`src/rtl/hbd_pkg.sv`:
```
// Package: shared types and sizes for the H-bridge drive mode decoder.
// Assumes two legs and two control bits; the mode codes are fixed encodings.
package hbd_pkg;

    localparam int LEG_COUNT = 2;
    localparam int CTRL_W    = 2;
    localparam int MODE_W    = 2;

    typedef enum logic [MODE_W-1:0] {
        DRV_DIR_EN = 2'b00,
        DRV_PAIR   = 2'b01,
        DRV_INDEP  = 2'b10,
        DRV_OFF    = 2'b11
    } drv_mode_e;

    typedef enum logic [1:0] {
        LEG_FLOAT = 2'b00,
        LEG_HIGH  = 2'b01,
        LEG_LOW   = 2'b10
    } leg_cmd_e;

    localparam drv_mode_e MODE_RESET = DRV_PAIR;

endpackage

```
`src/rtl/hbd_src_mux.sv`:
```
// Module: picks the control bit pair from pins or register bits.
// Assumes both sources are already synchronous to clk.
module hbd_src_mux #(
    parameter int W = 2
) (
    input  logic         sel_reg,
    input  logic [W-1:0] pin_bits,
    input  logic [W-1:0] reg_bits,
    output logic [W-1:0] ctrl
);

    // Route the selected source to the decoder.
    always_comb begin
        ctrl = sel_reg ? reg_bits : pin_bits;
    end

endmodule

```
`src/rtl/hbd_mode_decode.sv`:
```
// Module: combinational map from drive mode and control bits to a per-leg
// command (float / high / low). Assumes ctrl[0] is enable or IN1 and
// ctrl[1] is direction or IN2.
module hbd_mode_decode
    import hbd_pkg::*;
(
    input  drv_mode_e              mode,
    input  logic [CTRL_W-1:0]      ctrl,
    output leg_cmd_e               cmd [LEG_COUNT]
);

    // Decode one of four drive schemes into leg commands.
    always_comb begin
        for (int i = 0; i < LEG_COUNT; i++) cmd[i] = LEG_FLOAT;
        unique case (mode)
            DRV_DIR_EN: begin
                if (!ctrl[0]) begin
                    cmd[0] = LEG_LOW;
                    cmd[1] = LEG_LOW;
                end else if (ctrl[1]) begin
                    cmd[0] = LEG_HIGH;
                    cmd[1] = LEG_LOW;
                end else begin
                    cmd[0] = LEG_LOW;
                    cmd[1] = LEG_HIGH;
                end
            end
            DRV_PAIR: begin
                unique case (ctrl)
                    2'b00: begin
                        cmd[0] = LEG_FLOAT;
                        cmd[1] = LEG_FLOAT;
                    end
                    2'b01: begin
                        cmd[0] = LEG_HIGH;
                        cmd[1] = LEG_LOW;
                    end
                    2'b10: begin
                        cmd[0] = LEG_LOW;
                        cmd[1] = LEG_HIGH;
                    end
                    default: begin
                        cmd[0] = LEG_LOW;
                        cmd[1] = LEG_LOW;
                    end
                endcase
            end
            DRV_INDEP: begin
                for (int i = 0; i < LEG_COUNT; i++)
                    cmd[i] = ctrl[i] ? LEG_HIGH : LEG_LOW;
            end
            default: begin
                for (int i = 0; i < LEG_COUNT; i++) cmd[i] = LEG_FLOAT;
            end
        endcase
    end

endmodule

```
`src/rtl/hbd_leg_stage.sv`:
```
// Module: output register for one leg; applies the leg disable (when the
// caller says it is honoured) and the global shutdown, then drives the
// high/low switch enables. Assumes synchronous active-low reset.
module hbd_leg_stage
    import hbd_pkg::*;
(
    input  logic     clk,
    input  logic     rst_n,
    input  leg_cmd_e cmd,
    input  logic     dis_honoured,
    input  logic     dis_req,
    input  logic     shutdown,
    output logic     hs,
    output logic     ls
);

    leg_cmd_e eff_cmd;

    // Apply overrides: shutdown first, then the honoured disable.
    always_comb begin
        if (shutdown || (dis_honoured && dis_req)) eff_cmd = LEG_FLOAT;
        else                                       eff_cmd = cmd;
    end

    // Register the switch enables.
    always_ff @(posedge clk) begin
        if (!rst_n) begin
            hs <= 1'b0;
            ls <= 1'b0;
        end else begin
            hs <= (eff_cmd == LEG_HIGH);
            ls <= (eff_cmd == LEG_LOW);
        end
    end

    assert_no_shoot_through_R8: assert property (@(posedge clk) disable iff (!rst_n)
        !(hs && ls));

    assert_shutdown_off_R9: assert property (@(posedge clk) disable iff (!rst_n)
        shutdown |=> (!hs && !ls));

    assert_disable_floats_R7: assert property (@(posedge clk) disable iff (!rst_n)
        (dis_honoured && dis_req) |=> (!hs && !ls));

endmodule

```
`src/rtl/hbridge_mode_dec.sv`:
```
// Module: top of the H-bridge drive mode decoder. Holds the drive mode
// register (reset to paired PWM), selects the control source, decodes the
// mode and registers per-leg switch enables. Assumes all inputs are
// synchronous to clk; outputs lag inputs by one clock.
module hbridge_mode_dec
    import hbd_pkg::*;
(
    input  logic                 clk,
    input  logic                 rst_n,
    input  logic                 mode_load,
    input  logic [MODE_W-1:0]    mode_wdata,
    input  logic                 src_sel,
    input  logic [CTRL_W-1:0]    pin_ctrl,
    input  logic [CTRL_W-1:0]    reg_ctrl,
    input  logic [LEG_COUNT-1:0] leg_dis,
    input  logic                 shutdown,
    output logic [LEG_COUNT-1:0] hs_en,
    output logic [LEG_COUNT-1:0] ls_en
);

    drv_mode_e         mode_q;
    logic [CTRL_W-1:0] ctrl_sel;
    leg_cmd_e          leg_cmd [LEG_COUNT];
    logic              indep_mode;

    // Drive mode register, written by the load strobe.
    always_ff @(posedge clk) begin
        if (!rst_n)         mode_q <= MODE_RESET;
        else if (mode_load) mode_q <= drv_mode_e'(mode_wdata);
    end

    // Disables count only in independent mode.
    always_comb begin
        indep_mode = (mode_q == DRV_INDEP);
    end

    hbd_src_mux #(.W(CTRL_W)) i_src_mux (
        .sel_reg  (src_sel),
        .pin_bits (pin_ctrl),
        .reg_bits (reg_ctrl),
        .ctrl     (ctrl_sel)
    );

    hbd_mode_decode i_decode (
        .mode (mode_q),
        .ctrl (ctrl_sel),
        .cmd  (leg_cmd)
    );

    for (genvar g = 0; g < LEG_COUNT; g++) begin : g_leg
        hbd_leg_stage i_leg (
            .clk          (clk),
            .rst_n        (rst_n),
            .cmd          (leg_cmd[g]),
            .dis_honoured (indep_mode),
            .dis_req      (leg_dis[g]),
            .shutdown     (shutdown),
            .hs           (hs_en[g]),
            .ls           (ls_en[g])
        );
    end

    assert_off_mode_floats_R5: assert property (@(posedge clk) disable iff (!rst_n)
        (mode_q == DRV_OFF) |=> (hs_en == '0 && ls_en == '0));

    assert_mode_held_R10: assert property (@(posedge clk) disable iff (!rst_n)
        !mode_load |=> $stable(mode_q));

endmodule

```
`config.mk`:
```
export PLATFORM = sky130hd
export DESIGN_NAME = hbridge_mode_dec
export DESIGN_NICKNAME = d
export VERILOG_FILES = /design/src/rtl/hbd_pkg.sv /design/src/rtl/hbd_src_mux.sv /design/src/rtl/hbd_mode_decode.sv /design/src/rtl/hbd_leg_stage.sv /design/src/rtl/hbridge_mode_dec.sv
export SDC_FILE = /design/constraint.sdc
export NUM_CORES = 1
export LEC_CHECK = 0
export BUFFER_PORTS_ARGS = -buffer_cell sky130_fd_sc_hd__buf_2
export CAP_MARGIN = 15
export CORE_AREA = 3 3 40 42
export CTS_CLUSTER_DIAMETER = 60
export DETAILED_ROUTE_END_ITERATION = 10
export DIE_AREA = 0 0 43 45
export PLACE_DENSITY = 0.61
export SETUP_SLACK_MARGIN = 0.1
export SYNTH_ARGS = -nofsm -noshare
export SYNTH_HDL_FRONTEND = slang
export SYNTH_HIERARCHICAL = 1
export SYNTH_SLANG_ARGS = --single-unit
```
`constraint.sdc`:
```
create_clock -name clk -period 2.59 [get_ports clk]
set_input_delay 0.518 -clock clk [delete_from_list [all_inputs] [get_ports clk]]
set_output_delay 0.518 -clock clk [all_outputs]
set_load 0.005 [all_outputs]
```
==> impl_metrics.json, run 1 <==
{
  "r2r-start": "mode_q[1]$_SDFFE_PN0P_",
  "hold_start": "rst_n",
  "nNetsFinal": 69,
  "r2r_cells": 4,
  "drt_iter0_drc": 3,
  "grt_setup_unrepaired": "no",
  "gp_congestion": 0.679,
  "syn_nets": 48,
  "path_max_fanout": 7,
  "detail_route.wl_per_cell_um": 9.80,
  "initial_core_util": 0.270,
  "ys_seq_elements": 6,
  "cp_slowest_cell": "or4b_1",
  "row_count": 13,
  "portBuffers": 16,
  "fin_worst_skew_ns": 0.00592,
  "cts_max_level": 1,
  "min_period_ns": 2.01,
  "drt_wl_total_um": 676,
  "path_class": "in2reg",
  "tns_ns": 0,
  "gr-usage-met1": 0.0769,
  "cts-resized-gates": 0,
  "crit_family": "simple AND/OR/NAND/NOR gates",
  "p_sw_frac": 0.253,
  "cts_num_sinks": 6,
  "worst_setup_path_start_kind": "input pin",
  "numCtsBuffers": 3,
  "synthTopCellsByArea": "dfxtp_1 (35%), a2111oi_2 (17%), mux2_2 (6.5%), mux2i_1 (5.8%), inv_1 (5.4%)",
  "ctsHoldBuffers": 0,
  "vias": 325,
  "min_path_type": "in2reg",
  "layout_commonest_cell": "buf_2",
  "total_power_mw": 0.232,
  "ioPinCount": 17,
  "crit_start": "src_sel",
  "path_clk_slew_ns": 0.05,
  "worstPathArrival_ns": 2.15,
  "grt_pass1_wl_mm": 1.04,
  "netlist_area_um2": 347,
  "layout_common_cells": "buf_2 (16), dfxtp_1 (6), inv_1 (5), a2111oi_2 (4)",
  "dpl_cell_area_um2": 445,
  "slew_viol_final": 0,
  "yosysTopAreaCell": "dfxtp_1",
  "hold_depth": 2,
  "ant_nets": 0,
  "synth_area_per_cell_um2": 9.90,
  "firstDrtPassIters": 4,
  "p_sw_mw": 0.0586,
  "slew-limit-headroom": 0.643,
  "insertedDiodeCount": 0,
  "seq_area_frac_synth": 0.347,
  "grt.met3_usage": 0.0478,
  "maxCapViolCount": 0,
  "syn_inst": 35,
  "pwr-share-clk": 0.361,
  "crit_path_max_incr_delay_ns": 0.54,
  "p_leak_nw": 0.209,
  "grt_start_max_net_pins": 11,
  "outcome": "complete, no violations",
  "finalSetupViolations": 0,
  "ir_worst_vdd_uv": 204,
  "fp.dieW_um": 43,
  "via_per_inst": 4.71,
  "required_ns": 2.72,
  "grt_pass1_vias": 271,
  "ys_types": 16,
  "grt_use_met2": 0.120,
  "clockRootBuffer": "clkbuf_4",
  "hold_viol": 0,
  "antenna_found_initial": 0,
  "die_area_mm2": 0.00194,
  "gr-usage-all-layers": 0.0774,
  "pwr-share-comb": 0.200,
  "finalCritPeriodShare": 0.778,
  "drc": 0,
  "crit_cells": 6,
  "tritoncts": "built",
  "fill_cells": 135,
  "cell_internal_pwr_mw": 0.173,
  "insertion_delay_ns": 0.24,
  "design_area_um2": 468,
  "fin_util": 0.364,
  "core_area_mm2": 0.00128,
  "path_buf_inv": 2,
  "clock_path_buffers": 2,
  "drive_gt1_frac": 0.463,
  "die_y_um": 45,
  "yosysWarnings": 6,
  "fmax_ghz": 0.496,
  "synth_top_area_frac": 0.347,
  "powerDensity_mw_per_mm2": 495,
  "pwr-share-seq": 0.439,
  "grt-busiest-layer": "met2",
  "post-cts-setup-buffers": 0,
  "cp-end-kind": "flip-flop",
  "crit_path_cell_trace": "buf_2, mux2_2, or4b_1, o311ai_0, inv_1, a2111oi_2",
  "grt_overflow": 0,
  "area_growth_pct": 35.0,
  "tightest_slew_ns": 0.530
}
==> layout make-up <==
cell class                 instances  area [um2]  area share
multi-input combinational         24         208       0.444
timing repair buffer              16        80.1       0.171
inverter                           5        18.8      0.0401
sequential                         6         120       0.257
clock buffer                       3        22.5      0.0481
tap                               15        18.8      0.0401
==> metrics by stage <==
step	hold WS, ns	cells	worst slack, ns
after CTS	0.469	69	0.569
after detailed placement	0.615	66	0.320
after floorplan	0.560	35	0.519
after global routing	0.467	69	0.456
after global placement	0.601	66	0.351
final	0.472	69	0.576
==> cell families after synthesis <==
logic type / after synthesis / share of synthesized area
and+or+nand+nor: 11 / 0.206
AOI/OAI and AO/OA: 8 / 0.246
DFF: 6 / 0.347
buffers and inverters: 5 / 0.0542
muxes: 4 / 0.123
xor gates and xnor gates: 1 / 0.0253
==> power groups by stage <==
stage                     Combinational (mW)  Sequential, mW  Clock, mW
final                                 0.0464           0.102     0.0836
after global routing                  0.0515           0.102     0.0946
after CTS                             0.0468           0.101     0.0877
after detailed placement              0.0466           0.103          0
after global placement                0.0452           0.103          0
after floorplan                       0.0290           0.103          0
==> registers in the layout (all words and copies together), names as in the netlist <==
signal,count
mode_q,2
g_leg.i_leg/ls,2
g_leg.i_leg/hs,2
==> cell usage after synthesis <==
cell type,number
o21ai_0,2
o22ai_1,1
and3_1,2
nand2_1,1
nand2b_1,3
inv_1,5
mux2_2,2
a2111oi_2,4
o311ai_0,1
xor2_1,1
dfxtp_1,6
or4b_1,1
mux2i_1,2
nor2b_1,2
nand3b_1,1
or3_1,1
==> path summary, 6_finish.rpt <==
check | endpoint | slack (ns)
setup / recovery | g_leg[1].i_leg/hs$_SDFF_PN0_ | 0.58
hold / removal | mode_q[0]$_SDFFE_PN1P_ | 0.47
setup reg to reg | g_leg[1].i_leg/hs$_SDFF_PN0_ | 0.97
hold reg to reg | mode_q[1]$_SDFFE_PN0P_ | 0.63
==> layer usage <==
layer,part of all wire,vias to the layer above
li1,-,170
met1,0.42,143
met2,0.49,10
met3,0.087,2
met4,0.0089,0
met5,0,-
Power figures use the tool's default switching activity.
==> inputs of run 2 (changes only) <==
--- a/config.mk
+++ b/config.mk
@@ -11,7 +11,7 @@
 export CTS_CLUSTER_DIAMETER = 60
 export DETAILED_ROUTE_END_ITERATION = 10
 export DIE_AREA = 0 0 43 45
-export PLACE_DENSITY = 0.61
+export PLACE_DENSITY = 0.63
 export SETUP_SLACK_MARGIN = 0.1
 export SYNTH_ARGS = -nofsm -noshare
 export SYNTH_HDL_FRONTEND = slang
==> constraint.sdc (replaced) <==
create_clock -name clk -period 1.7 [get_ports clk]
set_input_delay 0.34 -clock clk [delete_from_list [all_inputs] [get_ports clk]]
set_output_delay 0.34 -clock clk [all_outputs]
set_load 0.005 [all_outputs]
==> run 2 against run 1 <==
Compared with the run above: via count is 2.8% higher; die area unchanged; first-iteration DRC count fell by 33%; count of clock-buffer cells in the layout is the same; clock skew decreased by 0.0051 ns; critical path type unchanged; largest cell class unchanged; largest power group unchanged.
==> impl_metrics.json, run 2 (synthesis results as in run 1) <==
{
  "design_area_um2": 556,
  "r2r_slack_ns": 0.26,
  "r2r-start": "mode_q[0]$_SDFFE_PN1P_",
  "area_growth_pct": 60.3,
  "finalCritPeriodShare": 0.920,
  "fmax_ghz": 0.639,
  "powerDensity_mw_per_mm2": 691,
  "path_max_fanout": 5,
  "drt_wl_total_um": 722,
  "drc": 0,
  "grt.met3_usage": 0.0279,
  "cp_slowest_cell": "or4b_4",
  "layout_common_cells": "buf_2 (16), dfxtp_1 (6), buf_4 (6), inv_1 (5)",
  "slew_viol_final": 0,
  "path_class": "in2reg",
  "ioPinCount": 17,
  "fill_cells": 125,
  "clock_path_buffers": 2,
  "dpl_cell_area_um2": 520,
  "grt_overflow": 0,
  "insertion_delay_ns": 0.24,
  "ir_worst_vdd_uv": 223,
  "post-dp-hpwl_um": 595,
  "slew-limit-headroom": 0.656,
  "outcome": "complete, no violations",
  "core_area_mm2": 0.00128,
  "cts-resized-gates": 0,
  "tritoncts": "built",
  "r2r_cells": 3,
  "crit_path_max_incr_delay_ns": 0.51,
  "reg.largest.list": "g_leg.i_leg/hs: 2 flops, g_leg.i_leg/ls: 2 flops, mode_q: 2 flops",
  "nNetsFinal": 75,
  "drive_gt1_frac": 0.567,
  "path_clk_slew_ns": 0.04,
  "grt_pass1_wl_mm": 1.07,
  "multi_input_area_um2": 250,
  "tns_ns": 0,
  "fp.dieW_um": 43,
  "hold_viol": 0,
  "min_path_type": "in2reg",
  "required_ns": 1.84,
  "grt_use_met2": 0.108,
  "ant_nets": 0,
  "cp-end-kind": "flip-flop",
  "crit_path_cell_trace": "buf_2, mux2_4, or4b_4, and3_4, a2111oi_4",
  "cts_max_level": 1,
  "tightest_slew_ns": 0.514,
  "finalSetupViolations": 0,
  "grt_pass1_vias": 275,
  "die_y_um": 45,
  "gp_congestion": 0.776,
  "portBuffers": 16,
  "gr-usage-all-layers": 0.0759,
  "row_count": 13,
  "cts_num_sinks": 6,
  "hold-path-endpoint": "mode_q[0]$_SDFFE_PN1P_",
  "initial_core_util": 0.270,
  "min_period_ns": 1.56,
  "detail_route.wl_per_cell_um": 9.63,
  "via_per_inst": 4.45,
  "worstPathArrival_ns": 1.71,
  "antenna_found_initial": 0,
  "worst_setup_path_start_kind": "input pin",
  "path_buf_inv": 1,
  "vias": 334,
  "p_leak_nw": 0.253,
  "numCtsBuffers": 3,
  "grt_start_max_net_pins": 7,
  "layout_commonest_cell": "buf_2",
  "die_area_mm2": 0.00194,
  "insertedDiodeCount": 0,
  "regArea_um2": 120,
  "crit_family": "simple AND/OR/NAND/NOR gates",
  "fin_worst_skew_ns": 0.000823,
  "grt-busiest-layer": "met2",
  "drt_iter0_drc": 2,
  "hold_start": "rst_n",
  "gr-usage-met1": 0.0944,
  "maxCapViolCount": 0,
  "grt_setup_unrepaired": "yes",
  "clockRootBuffer": "clkbuf_4",
  "hold_depth": 2,
  "post-cts-setup-buffers": 0,
  "ctsHoldBuffers": 0,
  "firstDrtPassIters": 4,
  "fin_util": 0.432,
  "worst_hold_slack_ns": 0.296,
  "timing.rr.end": "g_leg[1].i_leg/hs$_SDFF_PN0_"
}
==> run 2: how the worst max path moves through the flow <==
stage,from,depth (start not counted),end
finish,src_sel,5,g_leg[1].i_leg/hs$_SDFF_PN0_
global route,src_sel,5,g_leg[1].i_leg/hs$_SDFF_PN0_
CTS,src_sel,5,g_leg[1].i_leg/hs$_SDFF_PN0_
detailed placement,src_sel,5,g_leg[1].i_leg/hs$_SDFF_PN0_
global placement,src_sel,5,g_leg[1].i_leg/hs$_SDFF_PN0_
floorplan,src_sel,4,g_leg[1].i_leg/hs$_SDFF_PN0_
==> run 2: report_power, final <==
part | switching [mW] | internal (mW) | total, mW
Combinational | 0.0467 | 0.0569 | 0.104
Clock | 0.0478 | 0.0796 | 0.127
Sequential | 0.00450 | 0.148 | 0.153
Total | 0.0990 | 0.285 | 0.384
==> run 2: through the flow <==
step | worst slack [ns] | std cells | power, mW
global route | 0.0905 | 75 | 0.412
CTS | 0.145 | 75 | 0.389
detailed placement | -0.111 | 72 | 0.256
global placement | -0.0976 | 72 | 0.255
floorplan | 0.0266 | 35 | 0.213
finish | 0.135 | 75 | 0.384
==> run 2: layer usage <==
layer	up-vias	share of wire	wire (um)
met4	0	0	0
met3	0	0.094	68
met1	140	0.43	310
met5	-	0	0
li1	182	-	-
met2	12	0.48	343
==> run 2: cell type report <==
cell class | count | area share
clock buffer | 3 | 0.0405
inverter | 5 | 0.0338
multi-input combinational | 24 | 0.450
sequential | 6 | 0.216
tap | 15 | 0.0338
timing repair buffer | 22 | 0.225
